**config.mk**
```make
export PLATFORM = sky130hd
export DESIGN_NAME = gsp_predictor
export DESIGN_NICKNAME = d
export VERILOG_FILES = /design/src/rtl/gsp_pkg.sv /design/src/rtl/gsp_ctr_step.sv /design/src/rtl/gsp_index.sv /design/src/rtl/gsp_history.sv /design/src/rtl/gsp_table.sv /design/src/rtl/gsp_predictor.sv
export SDC_FILE = /design/constraint.sdc
export NUM_CORES = 2
export LEC_CHECK = 0
export ABC_AREA = 1
export BUFFER_PORTS_ARGS = -buffer_cell sky130_fd_sc_hd__buf_2
export CAP_MARGIN = 20
export CORE_ASPECT_RATIO = 0.75
export CORE_MARGIN = 2
export CORE_UTILIZATION = 40
export CTS_CLUSTER_DIAMETER = 60
export CTS_CLUSTER_SIZE = 24
export DETAILED_ROUTE_END_ITERATION = 8
export PLACE_DENSITY = 0.66
export SYNTH_ARGS = -nofsm -noshare
export SYNTH_HDL_FRONTEND = slang
export SYNTH_SLANG_ARGS = --single-unit
```
**constraint.sdc**
```tcl
create_clock -name clk -period 1.95 [get_ports clk]
set_input_delay 0.195 -clock clk [delete_from_list [all_inputs] [get_ports clk]]
set_output_delay 0.195 -clock clk [all_outputs]
set_load 0.005 [all_outputs]
```
**src/rtl/gsp_pkg.sv**
```systemverilog
package gsp_pkg;

    // Two-bit saturating counter states
    typedef enum logic [1:0] {
        CTR_SNT = 2'd0,
        CTR_WNT = 2'd1,
        CTR_WT  = 2'd2,
        CTR_ST  = 2'd3
    } ctr_t;

    localparam ctr_t CTR_RESET = CTR_WNT;

endpackage

```
**src/rtl/gsp_ctr_step.sv**
```systemverilog
module gsp_ctr_step
    import gsp_pkg::*;
(
    input  ctr_t cur,
    input  logic taken,
    output ctr_t nxt
);

    always_comb begin
        nxt = cur;
        unique case (cur)
            CTR_SNT: nxt = taken ? CTR_WNT : CTR_SNT;
            CTR_WNT: nxt = taken ? CTR_WT  : CTR_SNT;
            CTR_WT:  nxt = taken ? CTR_ST  : CTR_WNT;
            CTR_ST:  nxt = taken ? CTR_ST  : CTR_WT;
        endcase
    end

endmodule

```
**src/rtl/gsp_index.sv**
```systemverilog
module gsp_index #(
    parameter int PC_W   = 32,
    parameter int IDX_W  = 8,
    parameter int HIST_W = 8
) (
    input  logic [PC_W-1:0]   pc,
    input  logic [HIST_W-1:0] hist,
    output logic [IDX_W-1:0]  idx
);

    localparam int LO = 2;
    localparam int HI = IDX_W + LO - 1;

    logic [IDX_W-1:0] hist_ext;
    logic             unused_pc_bits;

    assign hist_ext       = IDX_W'(hist);
    assign idx            = pc[HI:LO] ^ hist_ext;
    assign unused_pc_bits = ^{pc[PC_W-1:HI+1], pc[LO-1:0]};

endmodule

```
**src/rtl/gsp_history.sv**
```systemverilog
module gsp_history #(
    parameter int HIST_W = 8
) (
    input  logic              clk,
    input  logic              rst_n,
    input  logic              shift_en,
    input  logic              bit_in,
    output logic [HIST_W-1:0] hist_q
);

    always_ff @(posedge clk or negedge rst_n) begin
        if (!rst_n) begin
            hist_q <= '0;
        end else if (shift_en) begin
            hist_q <= {hist_q[HIST_W-2:0], bit_in};
        end
    end

endmodule

```
**src/rtl/gsp_table.sv**
```systemverilog
module gsp_table
    import gsp_pkg::*;
#(
    parameter int IDX_W = 8
) (
    input  logic             clk,
    input  logic             rst_n,
    input  logic             rd_en,
    input  logic [IDX_W-1:0] rd_idx,
    output ctr_t             rd_q,
    input  logic [IDX_W-1:0] wr_idx,
    output ctr_t             wr_cur,
    input  logic             wr_en,
    input  ctr_t             wr_data
);

    localparam int DEPTH = 1 << IDX_W;

    ctr_t ent_q [DEPTH];

    for (genvar e = 0; e < DEPTH; e++) begin : g_ent
        always_ff @(posedge clk or negedge rst_n) begin
            if (!rst_n) begin
                ent_q[e] <= CTR_RESET;
            end else if (wr_en && (wr_idx == IDX_W'(e))) begin
                ent_q[e] <= wr_data;
            end
        end
    end

    // Registered read samples the pre-write value on a collision
    always_ff @(posedge clk or negedge rst_n) begin
        if (!rst_n) begin
            rd_q <= CTR_RESET;
        end else if (rd_en) begin
            rd_q <= ent_q[rd_idx];
        end
    end

    assign wr_cur = ent_q[wr_idx];

endmodule

```
**src/rtl/gsp_predictor.sv**
```systemverilog
module gsp_predictor
    import gsp_pkg::*;
#(
    parameter int PC_W   = 32,
    parameter int IDX_W  = 8,
    parameter int HIST_W = 8
) (
    input  logic              clk,
    input  logic              rst_n,
    input  logic              lk_valid,
    input  logic [PC_W-1:0]   lk_pc,
    output logic              pr_valid,
    output logic              pr_taken,
    output logic [HIST_W-1:0] pr_hist,
    input  logic              up_valid,
    input  logic [PC_W-1:0]   up_pc,
    input  logic              up_taken,
    input  logic [HIST_W-1:0] up_hist
);

    logic [HIST_W-1:0] ghr_q;
    logic [IDX_W-1:0]  lk_idx;
    logic [IDX_W-1:0]  up_idx;
    ctr_t              rd_q;
    ctr_t              up_cur;
    ctr_t              up_nxt;

    gsp_index #(.PC_W(PC_W), .IDX_W(IDX_W), .HIST_W(HIST_W)) u_lk_index (
        .pc   (lk_pc),
        .hist (ghr_q),
        .idx  (lk_idx)
    );

    gsp_index #(.PC_W(PC_W), .IDX_W(IDX_W), .HIST_W(HIST_W)) u_up_index (
        .pc   (up_pc),
        .hist (up_hist),
        .idx  (up_idx)
    );

    gsp_table #(.IDX_W(IDX_W)) u_table (
        .clk     (clk),
        .rst_n   (rst_n),
        .rd_en   (lk_valid),
        .rd_idx  (lk_idx),
        .rd_q    (rd_q),
        .wr_idx  (up_idx),
        .wr_cur  (up_cur),
        .wr_en   (up_valid),
        .wr_data (up_nxt)
    );

    gsp_ctr_step u_step (
        .cur   (up_cur),
        .taken (up_taken),
        .nxt   (up_nxt)
    );

    gsp_history #(.HIST_W(HIST_W)) u_hist (
        .clk      (clk),
        .rst_n    (rst_n),
        .shift_en (up_valid),
        .bit_in   (up_taken),
        .hist_q   (ghr_q)
    );

    // Response register
    always_ff @(posedge clk or negedge rst_n) begin
        if (!rst_n) begin
            pr_valid <= 1'b0;
            pr_hist  <= '0;
        end else begin
            pr_valid <= lk_valid;
            if (lk_valid) begin
                pr_hist <= ghr_q;
            end
        end
    end

    // Output decode
    always_comb begin
        pr_taken = 1'b0;
        if (pr_valid) begin
            unique case (rd_q)
                CTR_SNT, CTR_WNT: pr_taken = 1'b0;
                CTR_WT,  CTR_ST:  pr_taken = 1'b1;
            endcase
        end
    end

endmodule

```
# Yosys cells after proc, flatten, opt, wreduce, memory -nomap -nowiden
# Cells that the tools add are included.
# classes
n_bitwise	4
n_lt_le_gt_ge	2
n_mul	0
n_addsub	0
muxes	13
n_eq_ne	261
n_div	0
shift	0
n_reduce_logical	261
# ops
operator	count
$eq A8 B8 Y1 const B	128
$eq A8 B7 Y1 const B	64
$eq A8 B6 Y1 const B	32
$logic_and A1 B1 Y1	256
$eq A8 B5 Y1 const B	16
$eq A8 B4 Y1 const B	8
$bmux W2 S8	2
$eq A8 B3 Y1 const B	4
$ge A9 B9 Y1 const B	2
$not A8 Y9	2
$eq A8 B2 Y1 const B	2
$xor A8 B8 Y8	2
$mux W2	6
$eq A2 B2 Y1 const B	4
$eq A8 B1 Y1 const B	1
$logic_not A8 Y1	1
$pmux W2 S4	1
$eq A2 B1 Y1 const B	2
$logic_not A2 Y1	2
$reduce_or A2 Y1	2
$mux W1	3
$pmux W1 S2	1
# totals
mem_count	0
ff_bits	531
ram_bits	0
latch_bits	0
rom_bits	0
output_inout_bits	10

# Logic depth before layout (Yosys ltp)
# logic_depth
depth_word	7
depth_mapped	23
depth_no_buf	19

# Cells and area by module
# A second synthesis with hierarchy kept.
# hier_totals
hier_cells	3954
area_unflattened_um2	29045.4
# by_module_without_submodules
module	n_inst	area_each_um2	seq_area_each_um2	cells_each
gsp_table	1	28080.7	13183.9	3798
gsp_predictor	1	337.8	225.2	37
gsp_history	1	305.3	200.2	34
gsp_index	2	150.1	0.0	40
gsp_ctr_step	1	21.3	0.0	5

# Worst setup path after synthesis
# OpenSTA, ideal clock, no wires.
# synth_timing
path_type	input to register
startpoint	input up_pc[2]
endpoint	register u_table.ent_q[12] (netlist bit)
path_slack_ns	-0.340
stages	21
setup_ns	0.060
t_required_ns	1.890
t_arrival_ns	2.230
path_cell_list	inv_1 > nand2_1 > nand2_1 > buf_2 > buf_2 > nor2_1 > o21ai_0 > nand2_1 > nand2_1 > nand2_1 > o21ai_0 > nand3_1 > nand2_1 > inv_1 > nor2_1 > nand2_1 > nand2_1 > buf_2 > buf_2 > nand3_1 > nand2_1
# synth_via
elab_chain_cells	7
word_cells_on_any_way	12
# synth_lines
item	line	source
start: declaration	gsp_predictor.sv:16	input logic [PC_W-1:0] up_pc,
$xor A8 B8 Y8 (*)	gsp_index.sv:18	assign idx = pc[HI:LO] ^ hist_ext;
$not A8 Y9 (not written as such)	gsp_table.sv:40	assign wr_cur = ent_q[wr_idx];
$bmux W2 S8	gsp_table.sv:40	
$mux W2 (not written as such) (2 in series)	gsp_table.sv:40	
$eq A2 B2 Y1 (tied with other cells)	gsp_ctr_step.sv:11	unique case (cur)
$pmux W2 S4	gsp_ctr_step.sv:11	
end signal: indexed assignment	gsp_table.sv:26	ent_q[e] <= wr_data;
end: declaration	gsp_table.sv:19	ctr_t ent_q [DEPTH];
# Every way passes the cells marked *; elsewhere a longest branch is shown, timed or not. The select of a mux whose other input is x is not followed.
# A chain may end at the register's enable or synchronous reset.

# Worst setup path after layout
# layout_timing
startpoint	register u_table.ent_q[312] (netlist bit)
endpoint	register u_table.ent_q[173] (netlist bit)
# layout_via
elab_chain_cells	5
word_cells_on_any_way	8
# layout_lines
item	line
$bmux W2 S8 (*)	gsp_table.sv:40
$mux W2 (not written as such) (*) (2 in series)	gsp_table.sv:40
$eq A2 B2 Y1 (tied with other cells)	gsp_ctr_step.sv:11
$pmux W2 S4 (*)	gsp_ctr_step.sv:11
# Marks and branches as above.

==> flow_summary.toml <==
[placed_design]
placed_area_sq_mm = 0.0398
port-buffer-count = 38
gp_congestion = 0.983
place_hpwl_um = 88100

[cts]
cts-root-buf = "clkbuf_16"
cts_max_level = 2
cts_made_buffers = 40
cts_sinks = 530
cts_tree = "built"
worstSkewPairLatency_ns = 0.62
path_clk_slew_ns = 0.09
clockBufferDepth = 3

[grt]
antenna_found_initial = 0
grt_max_degree = 84
grt_pass1_vias = 33285
overflow = 0
grt_pass1_wl_um = 198000
grt.total_usage_pct = 30.3

[logic_synthesis]
synth_top_area_share_pct = 24.3
synth_area_per_cell_sq_um = 6.40
postSynthCellCount = 5142
ys_ff_latch = 530
yosys.cell_types.count = 25
ys_seq_area_share_pct = 41.2
yosysWarnings = 0
yosysTopAreaCell = "nand2_1"
synth_area_leaders = "nand2_1 (24%), dfrtp_1 (21%), dfstp_2 (20%)"
post_synth_instance_area_sq_mm = 0.0329
syn_nets = 5219

[layout]
finalInstanceArea_sq_mm = 0.0435
num-nets-final = 5678
finish.utilization_pct = 53.1
nFillCells = 7657
register_area_sq_mm = 0.0136
area_growth_pct = 32.1
multiInputGateArea_sq_mm = 0.0164
drive_gt1_share_pct = 23.6
antenna_cells = 0

[route]
dr.pass1.iters = 8
viasPerCell = 5.41
postRouteAntennaNets = 0
via_count = 36264
drtIter0Drc = 4832
wl_um = 135000
drc = 0
wl_per_cell_um = 20.2

[flow_run]
drv_cap = 0

[timing]
finalCritPeriodShare_pct = 136
setup_ws_ns = -0.697
clock_skew_ns = 0.0232
max_freq_mhz = 378
rsz0062_at_grt = "true"
tightest_slew_ns = 0.524
fin_crit_ns = 2.65
hold_viol_final = 0
setup_tns_ns = -292.00
setup_violations = 513
drv_slew = 0
max_slew_margin_pct = 64.8
timing.hold.ws_ns = 0.0700

[worst_setup_path]
crit_path_end_kind = "flop"
r2r_setup_slack_ns = -0.70
path_class = "reg2reg"
required_ns = 2.50
cp.buffers_inverters = 2
critical_path.top_delay_family = "simple AND/OR/NAND/NOR gates"
slowest_delay_ns = 0.54
r2r-start = "u_table.ent_q[312]$_DFFE_PN1P_"
timing.rr.end = "u_table.ent_q[173]$_DFFE_PN0P_"
critPathLaunchType = "flop"
crit_slowest_cell = "dfstp_2"
path_cells = "inv_1 -> nand2_1 -> o21ai_0 -> nand2_1 -> nand2_1 -> nand2_1 -> nand2_1 -> o21ai_1 -> nand2_2 -> o21ai_1 -> nand2_1 -> nor2_4 -> nand2_4 -> nand2_8 -> buf_16 -> nand3_1 -> nand2_1"
crit_fanout = 43
reg2reg_depth = 17
path_common_cell = "nand2_1"
arrival_ns = 3.20

[pwr]
report.power.total_uw = 38500
p_per_area_mw_per_mm2 = 886
ir_drop_v = 0.000661
p_leak_uw = 0.0212

[run_status]
status = "complete, but fails checks"
failed_checks = "negative setup slack"

[floorplanning]
die_x_um = 335
fp.dieArea_sq_mm = 0.0847
initial_utilization_pct = 40.2
rows = 91
io_pins = 87
core_sq_mm = 0.0819
dieHeight_um = 253

[hold_path]
hold_class = "in2async"
## state kept, by name, summed over array words and instances (netlist names)
| register | cells |
|---|---|
| u_hist.hist_q | 8 |
| pr_hist | 8 |
| u_table.rd_q | 1 |
| u_table.ent_q | 512 |
| pr_valid | 1 |
## worst max-delay path by stage
stage	from	to	depth (start not counted)	slack, ns
final	u_table.ent_q[312]$_DFFE_PN1P_	u_table.ent_q[173]$_DFFE_PN0P_	17	-0.70
after global routing	u_table.ent_q[162]$_DFFE_PN1P_	u_table.ent_q[145]$_DFFE_PN0P_	20	-0.80
after CTS	u_table.ent_q[390]$_DFFE_PN1P_	u_table.ent_q[115]$_DFFE_PN0P_	18	-0.55
after detailed placement	up_hist[0]	u_table.ent_q[173]$_DFFE_PN0P_	21	-1.46
after global placement	up_hist[0]	u_table.ent_q[107]$_DFFE_PN0P_	21	-1.37
after floorplan	up_pc[2]	u_table.ent_q[377]$_DFFE_PN0P_	22	-0.10
## power breakdown
part | total (uW) | internal (uW) | switching (uW)
Sequential | 13500 | 12700 | 782
Clock | 9440 | 4620 | 4820
Combinational | 15600 | 6220 | 9360
## per-stage QoR
| step | worst slack [ns] | std cells |
|---|---|---|
| detailed placement | -1.46 | 6561 |
| floorplan | -0.103 | 5142 |
| global placement | -1.37 | 6561 |
| global route | -0.804 | 6700 |
| finish | -0.697 | 6700 |
| CTS | -0.555 | 6657 |
## synthesized netlist by cell type, drive strengths merged
master  instances
a21oi           8
buf           155
clkbuf        193
clkinv          8
dfrtp         274
dfstp         256
inv           714
nand2        2131
nand3         652
nand3b          9
nand4           3
nor2          252
nor3          154
o211ai         94
o21ai         195
o22ai          18
or2            11
xnor2          14
xor2            1
## cells in the final DEF (no fill, tap or decap), types with 9 or more instances in the layout
cell type	n
buf_12	132
buf_16	13
buf_2	35
buf_4	532
buf_6	15
clkbuf_16	64
dfrtp_1	274
dfstp_2	256
inv_1	706
nand2_1	2066
nand2_2	47
nand2_4	14
nand3_1	526
nand3_2	117
nand3_4	9
nand3b_1	9
nor2_1	237
nor2_2	9
nor3_1	154
o211ai_1	94
o21ai_0	136
o21ai_1	44
o21ai_2	15
o22ai_1	18
or2_2	11
## repair_timing
item / CTS / global route
setup buffers: 9 / 16
pin swaps: 14 / 92
hold endpoints to repair: 227 / 0
cloned: 9 / 28
hold buffers: 6 / 0
gates resized for setup: 59 / 219
setup endpoints to repair: 513 / 513
## logic make-up (layout without fill, tap and decap cells)
kind of cell              count (synthesis)  in the layout  share of synthesized area [%]
and+or+nand+nor                        3212           3215                           39.9
buffers and inverters                  1070           1556                           12.9
DFF                                     530            530                           41.2
AOI/OAI and AO/OA                       315            315                           5.57
xor gates and xnor gates                 15             15                          0.445
## worst register-to-register path: stages (launching register included)
cell and delay, ns:
dfstp_2 0.54, inv_1 0.04, nand2_1 0.07, o21ai_0 0.10, nand2_1 0.08, nand2_1 0.05
nand2_1 0.07, nand2_1 0.09, o21ai_1 0.16, nand2_2 0.14, o21ai_1 0.17, nand2_1 0.11
nor2_4 0.18, nand2_4 0.10, nand2_8 0.16, buf_16 0.24, nand3_1 0.19, nand2_1 0.09
## per-layer routing
| layer | GRT usage (%) | part of all wire, % | routed length [um] |
|---|---|---|---|
| met1 | 43.3 | 41 | 55400 |
| met2 | 44.0 | 41 | 56000 |
| met3 | 7.07 | 13 | 17700 |
| met5 | 0 | 0 | 0 |
| met4 | 11.8 | 4.5 | 6070 |
## area by class of cell
type | count | area share (%)
multi-input cells | 3545 | 37.6
flip-flops and latches | 530 | 31.2
repair buffers | 762 | 18.6
inverters | 722 | 6.30
well taps | 1069 | 3.07
clock buffers | 45 | 2.42
clock inverters | 27 | 0.782
No activity file was read; power rests on OpenSTA's default activity.
